### src/rtl/link_err_pkg.sv
`timescale 1ns/1ps
package link_err_pkg;
  localparam int UNC_N  = 12;
  localparam int COR_N  = 6;
  localparam int ADDR_W = 3;
  localparam int DATA_W = 32;
  localparam int PTR_W  = $clog2(UNC_N);

  typedef enum logic [ADDR_W-1:0] {
    A_UNC_STAT = 3'd0,
    A_UNC_MASK = 3'd1,
    A_UNC_SEV  = 3'd2,
    A_COR_STAT = 3'd3,
    A_COR_MASK = 3'd4,
    A_CTRL     = 3'd5
  } reg_addr_e;

  // control word bit positions
  localparam int CTL_GCAP = PTR_W;
  localparam int CTL_GEN  = PTR_W + 1;
  localparam int CTL_CCAP = PTR_W + 2;
  localparam int CTL_CEN  = PTR_W + 3;

  localparam logic [UNC_N-1:0] SEV_RST_DEF      = 12'h18B;
  localparam logic [COR_N-1:0] COR_MASK_RST_DEF = 6'h20;
endpackage

### src/rtl/rw_reg.sv
`timescale 1ns/1ps
module rw_reg #(
  parameter int W = 8,
  parameter logic [W-1:0] RST = '0
) (
  input  logic         clk,
  input  logic         rst_n,
  input  logic         we,
  input  logic [W-1:0] wd,
  output logic [W-1:0] q
);
  always_ff @(posedge clk or negedge rst_n) begin
    if (!rst_n)  q <= RST;
    else if (we) q <= wd;
  end
endmodule

### src/rtl/err_bank.sv
`timescale 1ns/1ps
module err_bank #(
  parameter int W = 8,
  parameter logic [W-1:0] MASK_RST = '0
) (
  input  logic         clk,
  input  logic         rst_n,
  input  logic [W-1:0] evt,
  input  logic         mask_we,
  input  logic         clr_we,
  input  logic [W-1:0] wd,
  output logic [W-1:0] stat_q,
  output logic [W-1:0] mask_q,
  output logic [W-1:0] hit
);
  logic [W-1:0] stat_d;
  logic         stat_en;

  always_comb begin
    hit     = evt & ~mask_q;
    stat_d  = (stat_q & ~(clr_we ? wd : '0)) | hit;
    stat_en = clr_we | (|hit);
  end

  always_ff @(posedge clk or negedge rst_n) begin
    if (!rst_n)       stat_q <= '0;
    else if (stat_en) stat_q <= stat_d;
  end

  rw_reg #(.W(W), .RST(MASK_RST)) u_mask (
    .clk(clk), .rst_n(rst_n), .we(mask_we), .wd(wd), .q(mask_q)
  );
endmodule

### src/rtl/first_err_ptr.sv
`timescale 1ns/1ps
module first_err_ptr #(
  parameter int W  = 12,
  parameter int PW = $clog2(W)
) (
  input  logic          clk,
  input  logic          rst_n,
  input  logic [W-1:0]  stat_q,
  input  logic [W-1:0]  hit,
  output logic [PW-1:0] ptr_q
);
  logic [PW-1:0] low;
  logic          ptr_en;

  always_comb begin
    low = '0;
    for (int i = W - 1; i >= 0; i--) begin
      if (hit[i]) low = PW'(i);
    end
    ptr_en = (stat_q == '0) && (|hit);
  end

  always_ff @(posedge clk or negedge rst_n) begin
    if (!rst_n)      ptr_q <= '0;
    else if (ptr_en) ptr_q <= low;
  end
endmodule

### src/rtl/link_err_log.sv
`timescale 1ns/1ps
module link_err_log
  import link_err_pkg::*;
#(
  parameter bit GEN_CAP = 1'b1,
  parameter bit CHK_CAP = 1'b1,
  parameter logic [UNC_N-1:0] SEV_RESET      = SEV_RST_DEF,
  parameter logic [COR_N-1:0] COR_MASK_RESET = COR_MASK_RST_DEF
) (
  input  logic              clk,
  input  logic              rst_n,
  input  logic [UNC_N-1:0]  unc_evt,
  input  logic [COR_N-1:0]  cor_evt,
  input  logic              reg_wr,
  input  logic [ADDR_W-1:0] reg_addr,
  input  logic [DATA_W-1:0] reg_wdata,
  output logic [DATA_W-1:0] reg_rdata,
  output logic              flag_cor,
  output logic              flag_nonfatal,
  output logic              flag_fatal,
  output logic              report_pulse
);
  logic we_ustat, we_umask, we_usev, we_cstat, we_cmask, we_ctl;
  logic [UNC_N-1:0] unc_stat_q, unc_mask_q, unc_sev_q, unc_hit, unc_live;
  logic [COR_N-1:0] cor_stat_q, cor_mask_q, cor_hit;
  logic [PTR_W-1:0] first_ptr_q;
  logic             gen_en_q, chk_en_q;
  logic             rep_d, rep_q;
  logic             unused_wdata;

  assign unused_wdata = ^reg_wdata[DATA_W-1:UNC_N];

  always_comb begin
    we_ustat = reg_wr && (reg_addr == A_UNC_STAT);
    we_umask = reg_wr && (reg_addr == A_UNC_MASK);
    we_usev  = reg_wr && (reg_addr == A_UNC_SEV);
    we_cstat = reg_wr && (reg_addr == A_COR_STAT);
    we_cmask = reg_wr && (reg_addr == A_COR_MASK);
    we_ctl   = reg_wr && (reg_addr == A_CTRL);
  end

  err_bank #(.W(UNC_N), .MASK_RST('0)) u_unc (
    .clk(clk), .rst_n(rst_n), .evt(unc_evt),
    .mask_we(we_umask), .clr_we(we_ustat), .wd(reg_wdata[UNC_N-1:0]),
    .stat_q(unc_stat_q), .mask_q(unc_mask_q), .hit(unc_hit)
  );

  err_bank #(.W(COR_N), .MASK_RST(COR_MASK_RESET)) u_cor (
    .clk(clk), .rst_n(rst_n), .evt(cor_evt),
    .mask_we(we_cmask), .clr_we(we_cstat), .wd(reg_wdata[COR_N-1:0]),
    .stat_q(cor_stat_q), .mask_q(cor_mask_q), .hit(cor_hit)
  );

  rw_reg #(.W(UNC_N), .RST(SEV_RESET)) u_sev (
    .clk(clk), .rst_n(rst_n), .we(we_usev),
    .wd(reg_wdata[UNC_N-1:0]), .q(unc_sev_q)
  );

  first_err_ptr #(.W(UNC_N), .PW(PTR_W)) u_ptr (
    .clk(clk), .rst_n(rst_n), .stat_q(unc_stat_q), .hit(unc_hit),
    .ptr_q(first_ptr_q)
  );

  // enable bits exist only when the matching capability does
  generate
    if (GEN_CAP) begin : g_gen_en
      rw_reg #(.W(1), .RST(1'b0)) u_gen (
        .clk(clk), .rst_n(rst_n), .we(we_ctl),
        .wd(reg_wdata[CTL_GEN]), .q(gen_en_q)
      );
    end else begin : g_gen_off
      assign gen_en_q = 1'b0;
    end
    if (CHK_CAP) begin : g_chk_en
      rw_reg #(.W(1), .RST(1'b0)) u_chk (
        .clk(clk), .rst_n(rst_n), .we(we_ctl),
        .wd(reg_wdata[CTL_CEN]), .q(chk_en_q)
      );
    end else begin : g_chk_off
      assign chk_en_q = 1'b0;
    end
  endgenerate

  always_comb begin
    unc_live      = unc_stat_q & ~unc_mask_q;
    flag_fatal    = |(unc_live & unc_sev_q);
    flag_nonfatal = |(unc_live & ~unc_sev_q);
    flag_cor      = |(cor_stat_q & ~cor_mask_q);
    rep_d         = (|unc_hit) | (|cor_hit);
  end

  always_ff @(posedge clk or negedge rst_n) begin
    if (!rst_n) rep_q <= 1'b0;
    else        rep_q <= rep_d;
  end
  assign report_pulse = rep_q;

  always_comb begin
    reg_rdata = '0;
    case (reg_addr)
      A_UNC_STAT: reg_rdata[UNC_N-1:0] = unc_stat_q;
      A_UNC_MASK: reg_rdata[UNC_N-1:0] = unc_mask_q;
      A_UNC_SEV:  reg_rdata[UNC_N-1:0] = unc_sev_q;
      A_COR_STAT: reg_rdata[COR_N-1:0] = cor_stat_q;
      A_COR_MASK: reg_rdata[COR_N-1:0] = cor_mask_q;
      A_CTRL: begin
        reg_rdata[PTR_W-1:0] = first_ptr_q;
        reg_rdata[CTL_GCAP]  = GEN_CAP;
        reg_rdata[CTL_GEN]   = gen_en_q;
        reg_rdata[CTL_CCAP]  = CHK_CAP;
        reg_rdata[CTL_CEN]   = chk_en_q;
      end
      default: reg_rdata = '0;
    endcase
  end
endmodule

### config.mk
export PLATFORM = sky130hd
export DESIGN_NAME = link_err_log
export DESIGN_NICKNAME = d
export VERILOG_FILES = /design/src/rtl/link_err_pkg.sv /design/src/rtl/rw_reg.sv /design/src/rtl/err_bank.sv /design/src/rtl/first_err_ptr.sv /design/src/rtl/link_err_log.sv
export SDC_FILE = /design/constraint.sdc
export NUM_CORES = 1
export LEC_CHECK = 0
export BUFFER_PORTS_ARGS = -buffer_cell sky130_fd_sc_hd__buf_4
export CAP_MARGIN = 20
export CORE_MARGIN = 5
export CORE_UTILIZATION = 47
export DETAILED_ROUTE_END_ITERATION = 10
export PLACE_DENSITY = 0.73
export SYNTH_ARGS = -nofsm -noshare
export SYNTH_HDL_FRONTEND = slang
export SYNTH_SLANG_ARGS = --single-unit
### constraint.sdc
create_clock -name clk -period 3 [get_ports clk]
set_input_delay 0.15 -clock clk [delete_from_list [all_inputs] [get_ports clk]]
set_output_delay 0.15 -clock clk [all_outputs]
set_load 0.01 [all_outputs]
==> results of run 1 <==
area by class of cell:
type / instances / area (um2)
fillers: 634 / 3040
repair buffers: 55 / 415
inverters: 8 / 30.0
flip-flops and latches: 55 / 1380
clock buffers: 6 / 72.6
multi-input cells: 258 / 1760
clock inverters: 2 / 12.5
well taps: 96 / 120
kinds of logic (layout without fill, tap and decap cells):
kind of cell,after synthesis,count (layout),share of synthesized area
buffers and inverters,40,71,0.0726
and+or+nand+nor,134,134,0.240
muxes,49,49,0.161
AOI/OAI and AO/OA,55,55,0.107
other,1,20,0.00113
DFF,55,55,0.418
timing repair:
item	CTS	global route
buffers inserted	0	0
hold endpoints to repair	49	0
hold buffers	1	0
routing by layer:
layer  vias to the layer above  global-route usage
met3                        14              0.0393
met5                         -                   0
met1                      1335               0.284
met2                        94               0.322
met4                         0              0.0566
li1                       1240                   -
cell usage after synthesis (3+ instances only):
master / count / area share
dfstp_2: 6 / 0.048
nand2b_1: 8 / 0.015
buf_4: 21 / 0.048
o22ai_1: 4 / 0.0076
nand3_1: 5 / 0.0076
a211oi_1: 5 / 0.011
a31oi_1: 3 / 0.0057
buf_2: 9 / 0.014
nand3b_1: 13 / 0.029
nand2_1: 35 / 0.040
nor4_1: 7 / 0.013
inv_1: 8 / 0.0091
o21ai_0: 7 / 0.011
dfrtp_1: 49 / 0.37
nor3b_1: 11 / 0.025
nor2_1: 20 / 0.023
a21oi_1: 15 / 0.023
nand4_1: 4 / 0.0076
mux2i_1: 15 / 0.045
nor2b_1: 13 / 0.025
a21o_1: 11 / 0.025
mux2_2: 32 / 0.11
final timing paths:
check,from,to,slack (ns)
worst max-delay path,u_sev.q[0],flag_nonfatal,1.15
worst min-delay path,reg_wdata[8],u_unc.u_mask.q[8],0.09
worst max register to register,u_unc.stat_q[8],u_ptr.ptr_q[1],1.27
worst min register to register,u_ptr.ptr_q[0],u_ptr.ptr_q[0],0.49
max in group asynchronous,rst_n,u_unc.u_mask.q[11],2.10
min in group asynchronous,rst_n,u_cor.u_mask.q[4],0.44
stage by stage:
stage / cell area [um2] / utilization / hold WS [ns]
final: 3790 / 0.555 / 0.0864
after CTS: 3790 / 0.555 / 0.0793
after global placement: 3700 / 0.541 / 0.239
after global routing: 3790 / 0.555 / 0.0702
after floorplan: 3380 / - / -0.146
after detailed placement: 3700 / 0.541 / 0.243
power by group:
group	internal (mW)	switching [mW]
clock network	0.164	0.245
registers	0.867	0.137
logic	0.284	0.267
registers in the layout (all words and copies together) (netlist names), 4 cells and up:
signal          flops
u_unc.u_mask.q     12
u_sev.q            12
u_unc.stat_q       12
u_cor.u_mask.q      6
u_cor.stat_q        6
u_ptr.ptr_q         4
==> flow_metrics.env, run 1 <==
export IMPL_powerDensity_mw_per_mm2=518
export IMPL_drt_vias_per_instance=5.59
export IMPL_cp_top_family="simple AND/OR/NAND/NOR gates"
export IMPL_relSlewSlack=0.427
export IMPL_min_path_type="in -> reg"
export IMPL_wl_um=8390
export IMPL_r2r_cells=4
export IMPL_rsz0062_at_grt="false"
export IMPL_grt_max_degree=56
export IMPL_wl_met2_um=4040
export IMPL_die_h_um=93.9
export IMPL_critPathRequiredTime_ns=2.85
export IMPL_worst_path_stages=4
export IMPL_synth_async_reset_ratio=1.00
export IMPL_cts_sinks=55
export IMPL_area_growth_pct=14.6
export IMPL_arrival_ns=1.70
export IMPL_ys_ff_latch=55
export IMPL_wl_per_cell_um=17.5
export IMPL_final_nets=439
export IMPL_cts_tree="done"
export IMPL_critPathKind="reg -> out"
export IMPL_synth_edf_count=0
export IMPL_yosysSeqAreaShare=0.418
export IMPL_ys_warn_count=0
export IMPL_drc=0
export IMPL_cts_buffer_depth=2
export IMPL_antenna_found_initial=0
export IMPL_tightest_slew_ns=0.853
export IMPL_synth_cell_types=48
export IMPL_crit_slowest_cell="dfstp_2"
export IMPL_grt_pass1_wl_um=14000
export IMPL_final_cell_mix="buf_4, dfrtp_1, nand2_1"
export IMPL_finalCriticalPeriod_ns=1.85
export IMPL_fp_dieArea_mm2=0.00882
export IMPL_crit_chain="nor3b_1 -> nor4_1 -> nand3_1 -> buf_4"
export IMPL_met3_length_um=508
export IMPL_final_common_cell="buf_4"
export IMPL_post_route_period_util=0.616
export IMPL_finalPower_mw=1.96
export IMPL_antenna_cells=0
export IMPL_clk_pin_slew_ns=0.10
export IMPL_cts_buffers=5
export IMPL_highest_layer="met4"
export IMPL_peakVddDrop_uv=251
export IMPL_root_buffer="clkbuf_8"
export IMPL_die_width_um=93.9
export IMPL_htreeDepth=2
export IMPL_cap_violations=0
export IMPL_hold_violations=0
export IMPL_gp_congestion=0.850
export IMPL_dp_cells=471
export IMPL_finalSetupTns_ns=0
export IMPL_grt_pass1_vias=2697
export IMPL_syn_area_per_cell_um2=9.91
export IMPL_synth_area_mm2=0.00331
export IMPL_final_cells=480
export IMPL_startpoint_type="flop"
export IMPL_num_io_pins=92
export IMPL_dpl_hpwl_um=6250
export IMPL_clock_latency_ns=0.31
export IMPL_path_buf_inv=1
export IMPL_fin_ws_ns=1.15
export IMPL_status="complete, no violations"
export IMPL_grt_use_total=0.204
export IMPL_layout_drive_gt1_share=0.289
export IMPL_synth_top_flop_cell="dfrtp_1"
export IMPL_setup_violations_final=0
export IMPL_fp_coreArea_mm2=0.00683
export IMPL_skew_ns=0.00645
export IMPL_leakage_nw=1.64
export IMPL_slowest_delay_ns=0.58
export IMPL_cts_resized=0
export IMPL_met1Wirelength_um=3710
export IMPL_endpoint_kind="primary output"
export IMPL_max_freq_mhz=541
export IMPL_row_count=30
export IMPL_numPortBuffers=51
export IMPL_slew_viol_final=0
export IMPL_ant_nets=0
export IMPL_start_util=0.485
export IMPL_synth_cells=334
export IMPL_first_pass_iters=5
export IMPL_vias=2683
export IMPL_first_iter_violations=155
export IMPL_pre_cts_ws_ns=1.11
export IMPL_hold_depth=2
export IMPL_grt_overflow=0
export IMPL_crit_fanout=4
Note: power is estimated with default switching activity, not from simulation.
==> inputs of run 2 (changes only) <==
- ABC_AREA: not set -> 1
- PLACE_DENSITY: 0.73 -> 0.77
- clock period: 3 -> 1.68 ns (I/O delays scaled with it)
==> run 2 against run 1 <==
Worst hold slack got worse by 0.085 ns. Sequential share of layout area is 0.53 points higher. Final cell count rose by 13%. Sequential cell count is the same. Register-to-register slack worse by 1.2 ns. Highest routed layer unchanged. Critical path type unchanged. Global-route usage increased by 0.34 points. Core utilization grew 3.0 points. Non-clock buffer count increased by 8.
==> flow_metrics.env, run 2 <==
export IMPL_num_io_pins=92
export IMPL_hold_violations=0
export IMPL_synth_top_flop_cell="dfrtp_1"
export IMPL_final_cells=540
export IMPL_crit_start="u_sev.q[8]"
export IMPL_synth_top_area_frac=0.394
export IMPL_gp_congestion=0.941
export IMPL_powerDensity_mw_per_mm2=951
export IMPL_die_width_um=91.4
export IMPL_synth_async_reset_ratio=1.00
export IMPL_min_delay_start="unc_evt[3]"
export IMPL_clock_latency_ns=0.32
export IMPL_first_iter_violations=260
export IMPL_clk_pin_slew_ns=0.10
export IMPL_dp_cells=523
export IMPL_status="complete, no violations"
export IMPL_relSlewSlack=0.532
export IMPL_reg2reg_slack_ns=0.10
export IMPL_min_path_type="in -> reg"
export IMPL_yosys_area_top_type="dfrtp_1"
export IMPL_start_util=0.488
export IMPL_grt_max_degree=56
export IMPL_nFillCells=586
export IMPL_max_freq_mhz=613
export IMPL_cts_sinks=55
export IMPL_fp_coreArea_mm2=0.00639
export IMPL_final_common_cell="nand2_1"
export IMPL_synth_cell_types=36
export IMPL_pre_cts_ws_ns=0.186
export IMPL_slew_viol_final=0
export IMPL_layout_drive_gt1_share=0.242
export IMPL_ant_nets=0
export IMPL_setup_violations_final=0
export IMPL_fin_ws_ns=0.0489
export IMPL_synth_top_cells_by_count="nand2_1, inv_1, dfrtp_1"
export IMPL_reg_top3="u_sev.q (12), u_unc.stat_q (12), u_unc.u_mask.q (12)"
export IMPL_row_count=29
export IMPL_final_cell_mix="nand2_1, inv_1, buf_4"
export IMPL_antenna_cells=0
export IMPL_crit_fanout=3
export IMPL_wl_per_cell_um=15.9
export IMPL_grt_use_total=0.207
export IMPL_clockPowerShare=0.256
export IMPL_r2r_cells=8
export IMPL_root_buffer="clkbuf_8"
export IMPL_startpoint_type="flop"
export IMPL_drc=0
export IMPL_yosysMostFrequentCell="nand2_1"
export IMPL_power_frac_seq=0.473
export IMPL_yosysSeqAreaShare=0.444
export IMPL_worst_r2r_startpoint="u_unc.u_mask.q[2]"
export IMPL_p_int_mw=2.36
export IMPL_switchingPower_mw=1.19
export IMPL_final_nets=518
export IMPL_critPathRequiredTime_ns=1.60
export IMPL_wl_um=8610
export IMPL_post_route_period_util=0.971
export IMPL_synth_area_mm2=0.00311
export IMPL_peakVddDrop_uv=515
export IMPL_syn_area_per_cell_um2=7.79
export IMPL_skew_ns=0.0101
export IMPL_tightest_slew_ns=0.702
export IMPL_first_pass_iters=5
export IMPL_antenna_found_initial=0
export IMPL_area_growth_pct=20.0
export IMPL_finalCriticalPeriod_ns=1.63
export IMPL_cap_violations=0
export IMPL_synth_edf_count=0
export IMPL_grt_pass1_vias=2924
export IMPL_critPathKind="reg -> out"
export IMPL_die_h_um=91.4
export IMPL_fp_dieArea_mm2=0.00835
export IMPL_p_comb_frac=0.271
export IMPL_drt_vias_per_instance=5.50
export IMPL_dpl_hpwl_um=6410
export IMPL_synthTopCellsByArea="dfrtp_1, nand2_1, inv_1, o21ai_0, dfstp_2"
export IMPL_numPortBuffers=51
export IMPL_cts_tree="done"
export IMPL_ys_ff_latch=55
export IMPL_arrival_ns=1.55
export IMPL_grt_overflow=0
export IMPL_cts_buffers=5
export IMPL_vias=2972
export IMPL_endpoint_kind="primary output"
export IMPL_synth_cells=400
export IMPL_leakage_nw=1.88
export IMPL_htreeDepth=2
export IMPL_worstReg2RegEnd="report_pulse"
export IMPL_ys_warn_count=0
export IMPL_cts_buffer_depth=2
export IMPL_hold_depth=3
export IMPL_grt_pass1_wl_um=14200
export IMPL_seq_area_mm2=0.00138
export IMPL_netSwitchingFraction=0.336
export IMPL_crit_end="flag_fatal"
export IMPL_rsz0062_at_grt="true"
export IMPL_multi_input_area_mm2=0.00140
[run 2: cell count changes after synthesis, sizes merged, moves of 16 or more]
cell	delta
nand2	+68
mux2	-34
o21ai	+53
nor3	+16
inv	+64
[run 2: power by group through the flow]
| stage | sequential (mW) | clock, mW | combinational [mW] |
|---|---|---|---|
| 2_1_floorplan | 1.65 | 0 | 0.576 |
| 3_5_place_dp | 1.70 | 0 | 0.836 |
| 5_1_grt | 1.71 | 0.975 | 1.08 |
| 3_3_place_gp | 1.68 | 0 | 0.813 |
| 4_1_cts | 1.67 | 0.918 | 0.869 |
| 6_report | 1.68 | 0.909 | 0.963 |
[run 2: critical path: stages (launching register included)]
cell and delay (ns):
dfstp_2 0.56, inv_1 0.06, nor3_1 0.26, nor4_2 0.08, nand4_1 0.14, buf_4 0.14
[run 2: logic make-up after synthesis]
logic type | after synthesis | synth area share
other | 1 | 0.00120
AO/OA/AOI/OAI | 97 | 0.188
flip-flops | 55 | 0.444
buffers and inverters | 99 | 0.155
AND/OR/NAND/NOR | 148 | 0.211
[run 2: area by class of cell]
class,instances,share of cell area
multi-input combinational,265,0.373
sequential,55,0.370
timing repair buffer,63,0.129
inverter,72,0.0723
tap,77,0.0258
clock buffer,5,0.0184
clock inverter,3,0.0117
[run 2: timing repair]
item	4_1_cts	5_1_grt
hold endpoints to repair	51	0
resized for setup	2	21
pin swaps	3	8
buffers inserted	1	5
endpoints found under the setup margin	2	7
hold buffers	3	0
[run 2: worst min path at each step]
stage / slack (ns) / to
2_1_floorplan: -0.21 / g_chk_en.u_chk.q
3_3_place_gp: 0.17 / u_unc.u_mask.q[11]
3_5_place_dp: 0.18 / u_unc.stat_q[10]
4_1_cts: 0.002 / u_cor.stat_q[1]
5_1_grt: 0.008 / u_unc.stat_q[3]
6_report: 0.001 / u_unc.stat_q[3]
[run 2: through the flow]
step	cell area, um2	hold slack, ns	TNS (ns)	util	power, mW
floorplan	3190	-0.212	0	-	2.23
global placement	3470	0.171	0	0.544	2.50
detailed placement	3470	0.180	0	0.544	2.53
CTS	3640	0.00172	0	0.570	3.46
global route	3740	0.00846	-0.0505	0.585	3.76
finish	3740	0.00117	0	0.585	3.55
[run 2: layer usage]
| metal | up-vias | wire length [um] | GRT usage |
|---|---|---|---|
| met4 | 0 | 155 | 0.0575 |
| met3 | 14 | 695 | 0.0413 |
| li1 | 1405 | - | - |
| met5 | - | 0 | 0 |
| met2 | 144 | 4270 | 0.348 |
| met1 | 1409 | 3490 | 0.270 |
